--- config.mk ---
export PLATFORM = sky130hd
export DESIGN_NAME = irq_ack_sequencer
export DESIGN_NICKNAME = d
export VERILOG_FILES = /design/src/rtl/iack_pkg.sv /design/src/rtl/iack_sync.sv /design/src/rtl/iack_timer.sv /design/src/rtl/irq_ack_sequencer.sv
export SDC_FILE = /design/constraint.sdc
export NUM_CORES = 1
export LEC_CHECK = 0
export BUFFER_PORTS_ARGS = -buffer_cell sky130_fd_sc_hd__buf_2
export CAP_MARGIN = 20
export CELL_PAD_IN_SITES_DETAIL_PLACEMENT = 0
export CELL_PAD_IN_SITES_GLOBAL_PLACEMENT = 1
export CORE_MARGIN = 2
export CORE_UTILIZATION = 30
export CTS_CLUSTER_DIAMETER = 60
export DETAILED_ROUTE_END_ITERATION = 10
export PLACE_DENSITY_LB_ADDON = 0.1
export SYNTH_ARGS = -nofsm -noshare
export SYNTH_HDL_FRONTEND = slang
export SYNTH_SLANG_ARGS = --single-unit
--- constraint.sdc ---
create_clock -name clk -period 2.3 [get_ports clk]
set_input_delay 0.575 -clock clk [delete_from_list [all_inputs] [get_ports clk]]
set_output_delay 0.575 -clock clk [all_outputs]
set_load 0.02 [all_outputs]
--- src/rtl/iack_pkg.sv ---
package iack_pkg;

  typedef enum logic [2:0] {
    ST_IDLE,
    ST_ACK_SETUP,
    ST_READ_ACTIVE,
    ST_RELEASE,
    ST_WAIT_END
  } iack_state_e;

  function automatic int unsigned ceil_div(input int unsigned num, input int unsigned den);
    return (num + den - 1) / den;
  endfunction

  function automatic int unsigned max_u(input int unsigned a, input int unsigned b);
    return (a > b) ? a : b;
  endfunction

endpackage

--- src/rtl/iack_sync.sv ---
module iack_sync #(
  parameter int          WIDTH   = 2,
  parameter int          STAGES  = 2,
  parameter logic [WIDTH-1:0] RST_VAL = '1
) (
  input  logic             clk,
  input  logic             rst,
  input  logic [WIDTH-1:0] d,
  output logic [WIDTH-1:0] q
);

  logic [WIDTH-1:0] stage_q [STAGES];

  for (genvar g = 0; g < STAGES; g++) begin : g_stage
    if (g == 0) begin : g_first
      always_ff @(posedge clk) begin
        if (rst) stage_q[g] <= RST_VAL;
        else     stage_q[g] <= d;
      end
    end else begin : g_next
      always_ff @(posedge clk) begin
        if (rst) stage_q[g] <= RST_VAL;
        else     stage_q[g] <= stage_q[g-1];
      end
    end
  end

  assign q = stage_q[STAGES-1];

endmodule

--- src/rtl/iack_timer.sv ---
module iack_timer #(
  parameter int W = 6
) (
  input  logic         clk,
  input  logic         rst,
  input  logic         load,
  input  logic [W-1:0] load_val,
  output logic         expired
);

  logic [W-1:0] remain_q;

  always_ff @(posedge clk) begin
    if (rst)                  remain_q <= '0;
    else if (load)            remain_q <= load_val;
    else if (remain_q != '0)  remain_q <= remain_q - 1'b1;
  end

  assign expired = (remain_q == '0);

endmodule

--- src/rtl/irq_ack_sequencer.sv ---
module irq_ack_sequencer
  import iack_pkg::*;
#(
  parameter int unsigned CLK_PERIOD_NS   = 10,
  parameter int unsigned ACK_SETUP_NS    = 130,
  parameter int unsigned CHAIN_DEVICES   = 1,
  parameter int unsigned CHAIN_HOP_NS    = 175,
  parameter int unsigned READ_WIDTH_NS   = 125,
  parameter int unsigned VECTOR_VALID_NS = 120,
  parameter int unsigned CPU_SETUP_NS    = 25,
  parameter int unsigned HOLD_CLKS       = 1,
  parameter int unsigned EXTRA_W         = 4,
  parameter int unsigned SYNC_STAGES     = 2
) (
  input  logic               clk,
  input  logic               rst,
  input  logic               cpu_fetch_n,
  input  logic               cpu_ioreq_n,
  input  logic [EXTRA_W-1:0] chain_extra,
  output logic               per_ack_n,
  output logic               per_read_n,
  output logic               cpu_wait_n
);

  localparam int unsigned SETUP_CLKS = max_u(max_u(1, ceil_div(ACK_SETUP_NS, CLK_PERIOD_NS)),
                                             ceil_div(CHAIN_DEVICES * CHAIN_HOP_NS, CLK_PERIOD_NS));
  localparam int unsigned RD_CLKS    = max_u(max_u(1, ceil_div(READ_WIDTH_NS, CLK_PERIOD_NS)),
                                             ceil_div(VECTOR_VALID_NS + CPU_SETUP_NS, CLK_PERIOD_NS));
  localparam int unsigned HOLD_EFF   = max_u(1, HOLD_CLKS);
  localparam int unsigned SPAN       = max_u(SETUP_CLKS + (1 << EXTRA_W), max_u(RD_CLKS, HOLD_EFF));
  localparam int unsigned CNT_W      = $clog2(SPAN + 1);

  // Strobe synchronizer
  logic [1:0] strobe_s;
  logic       ack_seen;
  logic       bus_idle;

  iack_sync #(.WIDTH(2), .STAGES(SYNC_STAGES), .RST_VAL(2'b11)) u_sync (
    .clk (clk),
    .rst (rst),
    .d   ({cpu_fetch_n, cpu_ioreq_n}),
    .q   (strobe_s)
  );

  assign ack_seen = (strobe_s == 2'b00);
  assign bus_idle = (strobe_s == 2'b11);

  // Phase timer
  iack_state_e      state_q;
  logic             tmr_load;
  logic [CNT_W-1:0] tmr_val;
  logic             tmr_done;

  always_comb begin
    tmr_load = 1'b0;
    tmr_val  = '0;
    unique case (state_q)
      ST_IDLE: begin
        tmr_load = ack_seen;
        tmr_val  = CNT_W'(SETUP_CLKS - 1) + CNT_W'(chain_extra);
      end
      ST_ACK_SETUP: begin
        tmr_load = tmr_done;
        tmr_val  = CNT_W'(RD_CLKS - 1);
      end
      ST_READ_ACTIVE: begin
        tmr_load = tmr_done;
        tmr_val  = CNT_W'(HOLD_EFF - 1);
      end
      default: begin
        tmr_load = 1'b0;
        tmr_val  = '0;
      end
    endcase
  end

  iack_timer #(.W(CNT_W)) u_timer (
    .clk      (clk),
    .rst      (rst),
    .load     (tmr_load),
    .load_val (tmr_val),
    .expired  (tmr_done)
  );

  // Sequencer with registered outputs
  logic ack_q, read_q, wait_q;

  always_ff @(posedge clk) begin
    if (rst) begin
      state_q <= ST_IDLE;
      ack_q   <= 1'b1;
      read_q  <= 1'b1;
      wait_q  <= 1'b1;
    end else begin
      unique case (state_q)
        ST_IDLE: begin
          if (ack_seen) begin
            state_q <= ST_ACK_SETUP;
            ack_q   <= 1'b0;
            wait_q  <= 1'b0;
          end
        end
        ST_ACK_SETUP: begin
          if (tmr_done) begin
            state_q <= ST_READ_ACTIVE;
            read_q  <= 1'b0;
          end
        end
        ST_READ_ACTIVE: begin
          if (tmr_done) begin
            state_q <= ST_RELEASE;
            wait_q  <= 1'b1;
          end
        end
        ST_RELEASE: begin
          if (tmr_done) begin
            state_q <= ST_WAIT_END;
            read_q  <= 1'b1;
          end
        end
        ST_WAIT_END: begin
          ack_q <= 1'b1;
          if (bus_idle) state_q <= ST_IDLE;
        end
        default: state_q <= ST_IDLE;
      endcase
    end
  end

  assign per_ack_n  = ack_q;
  assign per_read_n = read_q;
  assign cpu_wait_n = wait_q;

  // Interval counters feeding the assertions
  logic [CNT_W:0] ack_low_cnt, read_low_cnt;

  always_ff @(posedge clk) begin
    if (rst || per_ack_n)          ack_low_cnt <= '0;
    else if (ack_low_cnt != '1)    ack_low_cnt <= ack_low_cnt + 1'b1;
    if (rst || per_read_n)         read_low_cnt <= '0;
    else if (read_low_cnt != '1)   read_low_cnt <= read_low_cnt + 1'b1;
  end

  AST_IDLE_QUIET: assert property (@(posedge clk) disable iff (rst)
    (state_q == ST_IDLE) |-> (per_ack_n && per_read_n && cpu_wait_n));
  AST_START_NEEDS_BOTH: assert property (@(posedge clk) disable iff (rst)
    (!$past(rst) && $fell(per_ack_n)) |-> $past(ack_seen));
  AST_SETUP_MIN: assert property (@(posedge clk) disable iff (rst)
    (!$past(rst) && $fell(per_read_n)) |-> (ack_low_cnt >= (CNT_W+1)'(SETUP_CLKS)));
  AST_WAIT_AT_READ: assert property (@(posedge clk) disable iff (rst)
    (!$past(rst) && $fell(per_read_n)) |-> !cpu_wait_n);
  AST_READ_WIDTH: assert property (@(posedge clk) disable iff (rst)
    (!$past(rst) && $rose(per_read_n)) |-> (read_low_cnt >= (CNT_W+1)'(RD_CLKS)));
  AST_ACK_AFTER_READ: assert property (@(posedge clk) disable iff (rst)
    (!$past(rst) && $rose(per_ack_n)) |-> $past(per_read_n));
  AST_READ_UNDER_ACK: assert property (@(posedge clk) disable iff (rst)
    !per_read_n |-> !per_ack_n);

endmodule

# --- Word level (Yosys, flattened, before mapping) ---
# Memories as Yosys holds them, arrays and structs flattened.
# Cells that the tools add are included.
classes:
  addsub: 2
  n_eq_ne: 10
  mux: 21
  bitwise_logic: 2
  reduce_logical: 13
ops:
  columns: ["operator", "n"]
  rows:
  - ["two-way mux 3 bit", 5]
  - ["case mux 3 bit (5 select lines)", 1]
  - ["two-way mux 6 bit", 2]
  - ["case mux 6 bit (2 select lines)", 1]
  - ["!= test 2 bit (second input constant)", 5]
  - ["case mux 1 bit (2 select lines)", 4]
  - ["nonzero test 2 bit", 4]
  - ["adder 5 x 4 -> 6 bit (first input constant)", 1]
  - ["equality test 3 x 2 -> 1 bit (second input constant)", 2]
  - ["zero test 6 bit", 1]
  - ["two-way mux 1 bit", 6]
  - ["AND reduction 3 bit", 2]
  - ["nonzero test 6 bit", 1]
  - ["subtractor 6 x 1 -> 6 bit (second input constant)", 1]
  - ["AND reduction 5 bit", 1]
  - ["two-way mux 2 bit", 2]
  - ["equality test 3 x 1 -> 1 bit (second input constant)", 1]
  - ["equality test 3 bit (second input constant)", 1]
  - ["zero test 3 bit", 1]
  - ["equality test 2 bit (second input constant)", 1]
  - ["zero test 2 bit", 1]
  - ["OR 1 bit", 2]
  - ["AND reduction 2 bit", 1]
  - ["OR reduction 2 bit", 1]
totals:
  register_bits: 12
  ram_bits: 4
  out_inout_bits: 3
  n_memories: 1
mem_list:
  columns: ["name", "depth", "width", "read_ports", "rd_ports_with_merged_regs", "wr", "line", "text"]
  rows:
  - ["u_sync.stage_q", 2, 2, 2, 0, 2, "iack_sync.sv:12", "logic [WIDTH-1:0] stage_q [STAGES];"]

# --- Depth between registers and ports, before layout ---
logic_depth:
  depth_word: 4
  depth_mapped: 6
  mapped_depth_nobuf: 6

# --- Modules after synthesis ---
# Synthesis repeated with hierarchy kept, for this count alone.
hier_totals:
  hier_cells: 103
  hier_area_um2: 892.1
by_module_without_submodules:
  columns: ["mod", "instances", "cells_per_inst", "area_each_um2", "seq_area_each_um2"]
  rows:
  - ["iack_timer", 1, 46, 395.4, 120.1]
  - ["irq_ack_sequencer", 1, 49, 391.6, 120.1]
  - ["iack_sync", 1, 8, 105.1, 80.1]

# --- Worst setup path after synthesis ---
# Ideal clock, no wire load.
synth_timing:
  path_type: "register to register"
  from: "reg state_q[0]"
  to: "reg wait_q, in the netlist cpu_wait_n"
  setup_ns: 0.122
  t_arrival_ns: 1.586
  setup_slack_ns: 0.592
  path_stages_with_launch: 6
  n_path_buf: 2
  path_cell_list: "dfxtp_1 -> buf_6 -> or4_4 -> or2_1 -> buf_6 -> a221o_1"
synth_via:
  elab_chain_len: 3
synth_rtl:
  columns: ["element", "line", "text"]
  rows:
  - ["start: declaration", "irq_ack_sequencer.sv:49", "iack_state_e state_q;"]
  - ["start signal: assignment", "irq_ack_sequencer.sv:90", "state_q <= ST_IDLE;"]
  - ["start signal: assignment", "irq_ack_sequencer.sv:98", "state_q <= ST_ACK_SETUP;"]
  - ["start signal: assignment", "irq_ack_sequencer.sv:105", "state_q <= ST_READ_ACTIVE;"]
  - ["equality test 3 x 2 -> 1 bit / zero test 3 bit (equally long branches)", "irq_ack_sequencer.sv:95", "unique case (state_q)"]
  - ["!= test 2 bit (no line) / nonzero test 2 bit (equally long branches)", null, null]
  - ["AND reduction 3 bit (no line)", null, null]
  - ["end signal: assignment", "irq_ack_sequencer.sv:93", "wait_q <= 1'b1;"]
  - ["end signal: assignment", "irq_ack_sequencer.sv:100", "wait_q <= 1'b0;"]
  - ["end signal: assignment", "irq_ack_sequencer.sv:112", "wait_q <= 1'b1;"]
  - ["end: declaration", "irq_ack_sequencer.sv:86", "logic ack_q, read_q, wait_q;"]
# Several ways; a longest one is shown, not always the timed one.
# A chain may end at the register's enable or synchronous reset.

# --- Final worst setup path ---
layout_timing:
  from: "reg state_q[1]"
  to: "reg wait_q, in the netlist cpu_wait_n"
# The elaborated chain is that of the path after synthesis.

==> results.md <==
* NetSw at 0.330 mW
* Skew final at ~6.1 ps
* Cell Area, Synth at around 840 µm²
* RSZ-0062 raised after global routing: false
* Switch share at 35.7%
* Mean post-synth cell area at 8.96 µm²
* Hold-fix buffer count after cts at 0
* Post_cts resized at 0
* Die footprint at 3250 µm²
* CTS Buf Count at 3
* Final Max Tran Viols at 0
* Total power at 0.926 mW
* Dominant cells by area after synthesis: dfxtp_1, xnor2_1, ha_1
* Logic pwr share at 38.5%
* First-pass GRT wire length at 3260 µm
* CP Class: reg -> reg
* Final antenna diode count at 0
* Max-cap check violation count at 0
* Clk buf depth at 2
* IO Count at 11
* Critical path required time at 2480 ps
* Clock Pin Slew Worst Setup and Hold Paths at 100 ps
* CP Data Arrival Time at 1980 ps
* CP startpoint kind: flip-flop
* Final Hold Vio Count at 0
* Worst Max-Slew Pin Slew at 419 ps
* CTS H-tree depth at 1
* Initial core utilization at 31.1%
* Asr flop ratio synth at 0%
* Initial antenna violation count at 0
* Clock share of power at 20.3%
* HPWL after DPL at ~1300 µm
* Peak VDD IR at 438 µV
* Num rows at 19
* Peak fanout along the critical path at 11
* Global route overflow at 0
* Layout area overhead at 9.21%
* CTS Sinks at 16
* Pleak at 0.346 nW
* Outcome: completed
* Height of the die at 57.0 µm
* Post-synth cell types at 34
* Ys Warns at 0
* Nets at about 120
* Ratio of final minimum period to clock period at around 80%
* Total GRT Usage at 13.0%
* Synthesized instance count at 94
* Vias in the first global route at about 700
* Initial DRC Count at 29
* Flops & latches, synth at 16
* Gpl congestion at 0.730
* Flop pwr share at 41.3%
* Synth area leader: dfxtp_1
* Fraction of layout cells with a size suffix above 1 at 21.4%
* Die X at 57.0 µm
* CTS tree: done
* Ys flop type: dfxtp_1
* Final WL at between 1500 and 2000 µm
* Fmax at 557 MHz
* Worst-Skew Late Latency at 280 ps
* ANT nets after route at 0
* Fin crit period at 1790 ps
* Post-Syn Nets at 105
* Hold WC Path Type: reg -> reg
* Sequential area share after synthesis at 38.0%
* Setup Fix Bufs, Post-CTS at 0
* Critical path capture point type: flip-flop
* Drt wl/cell at 13.4 µm
* CTS root buf: clkbuf_4
* Port buffer count at 10
* Largest net degree at the start of global routing at 18
* Final setup violation count at 0
* Via count at 691
* Vias per std cell at 5.16
* Yosys top cell area share at roughly two fifths
* Power per cell area at between 1000 and 1500 nW/µm²
* Cell-internal power at 0.596 mW
* Setup tns final at 0 ps
* Total core area at 2710 µm²
* Remaining DRCs at 0
* Max-Slew Margin vs Limit at 72.1%
* Number of synthesized flops with an enable pin at 0
* First-pass DRT Iterations at 4
routing by layer:
| layer | global-route usage (%) | vias up | routed length (µm) |
|---|---|---|---|
| met5 | 0 | - | 0 |
| met4 | 3.99 | 0 | 19 |
| met3 | 2.95 | 2 | 98 |
| met2 | 19.9 | 18 | 843 |
| met1 | 18.4 | 317 | 828 |
| li1 | - | 354 | - |
sequential cells by signal, summed over array words and instances (netlist names):
name and count:
state_q 3, per_read_n 1, u_timer.remain_q 6, cpu_wait_n 1, u_sync.stage_q 4, per_ack_n 1
worst paths after layout:
check / from / slack, ps / cells after the start / end
worst max-delay path: state_q[1]$_SDFFE_PP0P_ / 510 / 3 / cpu_wait_n$_SDFFE_PP1P_
worst min-delay path: u_sync.stage_q[0][0]$_SDFF_PP1_ / 420 / 1 / u_sync.stage_q[1][0]$_SDFF_PP1_
worst max register to register: state_q[1]$_SDFFE_PP0P_ / 510 / 3 / cpu_wait_n$_SDFFE_PP1P_
worst min register to register: u_sync.stage_q[0][0]$_SDFF_PP1_ / 420 / 1 / u_sync.stage_q[1][0]$_SDFF_PP1_
critical path: stages, from the launching register on:
cell and delay [ps]:
dfxtp_1 440, or4_4 580, or2_1 310, a221o_1 360
synthesized netlist by cell type (3+ instances only):
master,number
ha_1,3
nand2_1,4
nand3_1,3
xnor2_1,5
a21oi_1,5
dfxtp_1,16
inv_1,3
o21ai_0,3
nor3_1,7
nor2_1,10
or2_2,5
area by class of cell:
type	instances	area, µm²
well taps	31	38.8
repair buffers	10	50.0
multi-input cells	70	463
fillers	312	1790
flip-flops and latches	16	320
clock buffers	4	36.3
inverters	3	11.3
power groups by stage:
stage | clock network (mW) | logic [mW] | registers [mW]
2_1_floorplan | 0 | 0.288 | 0.371
3_3_place_gp | 0 | 0.369 | 0.389
3_5_place_dp | 0 | 0.355 | 0.387
4_1_cts | 0.200 | 0.357 | 0.381
5_1_grt | 0.216 | 0.414 | 0.390
6_report | 0.188 | 0.356 | 0.382
stage by stage:
step / instances / cell area, µm² / setup WS, ps / hold WS (ps) / utilization, %
after CTS: 134 / 920 / 500 / 426 / 33.9
after global routing: 134 / 920 / 406 / 441 / 33.9
after global placement: 130 / 883 / 550 / 392 / 32.6
after floorplan: 94 / 842 / 592 / 389 / -
final: 134 / 920 / 506 / 421 / 33.9
after detailed placement: 130 / 883 / 517 / 398 / 32.6
cells by family after synthesis:
group	count (synthesis)	synth area share (%)
AO/OA/AOI/OAI	19	16.2
adder cells (fa/ha/maj)	3	4.46
buffers and inverters	8	6.98
flip-flops	16	38.0
AND/OR/NAND/NOR	39	24.7
XOR/XNOR	7	7.28
multiplexers	2	2.38
placed cells by master (no fill, tap or decap), drive strengths merged, types with 4 or more instances in the layout:
cell and count:
a21oi 5, dfxtp 16, xnor2 5, or2 6, buf 10, nand2 4
clkbuf 4, nor2 10, nor3 7
No activity file was read; power rests on OpenSTA's default activity.
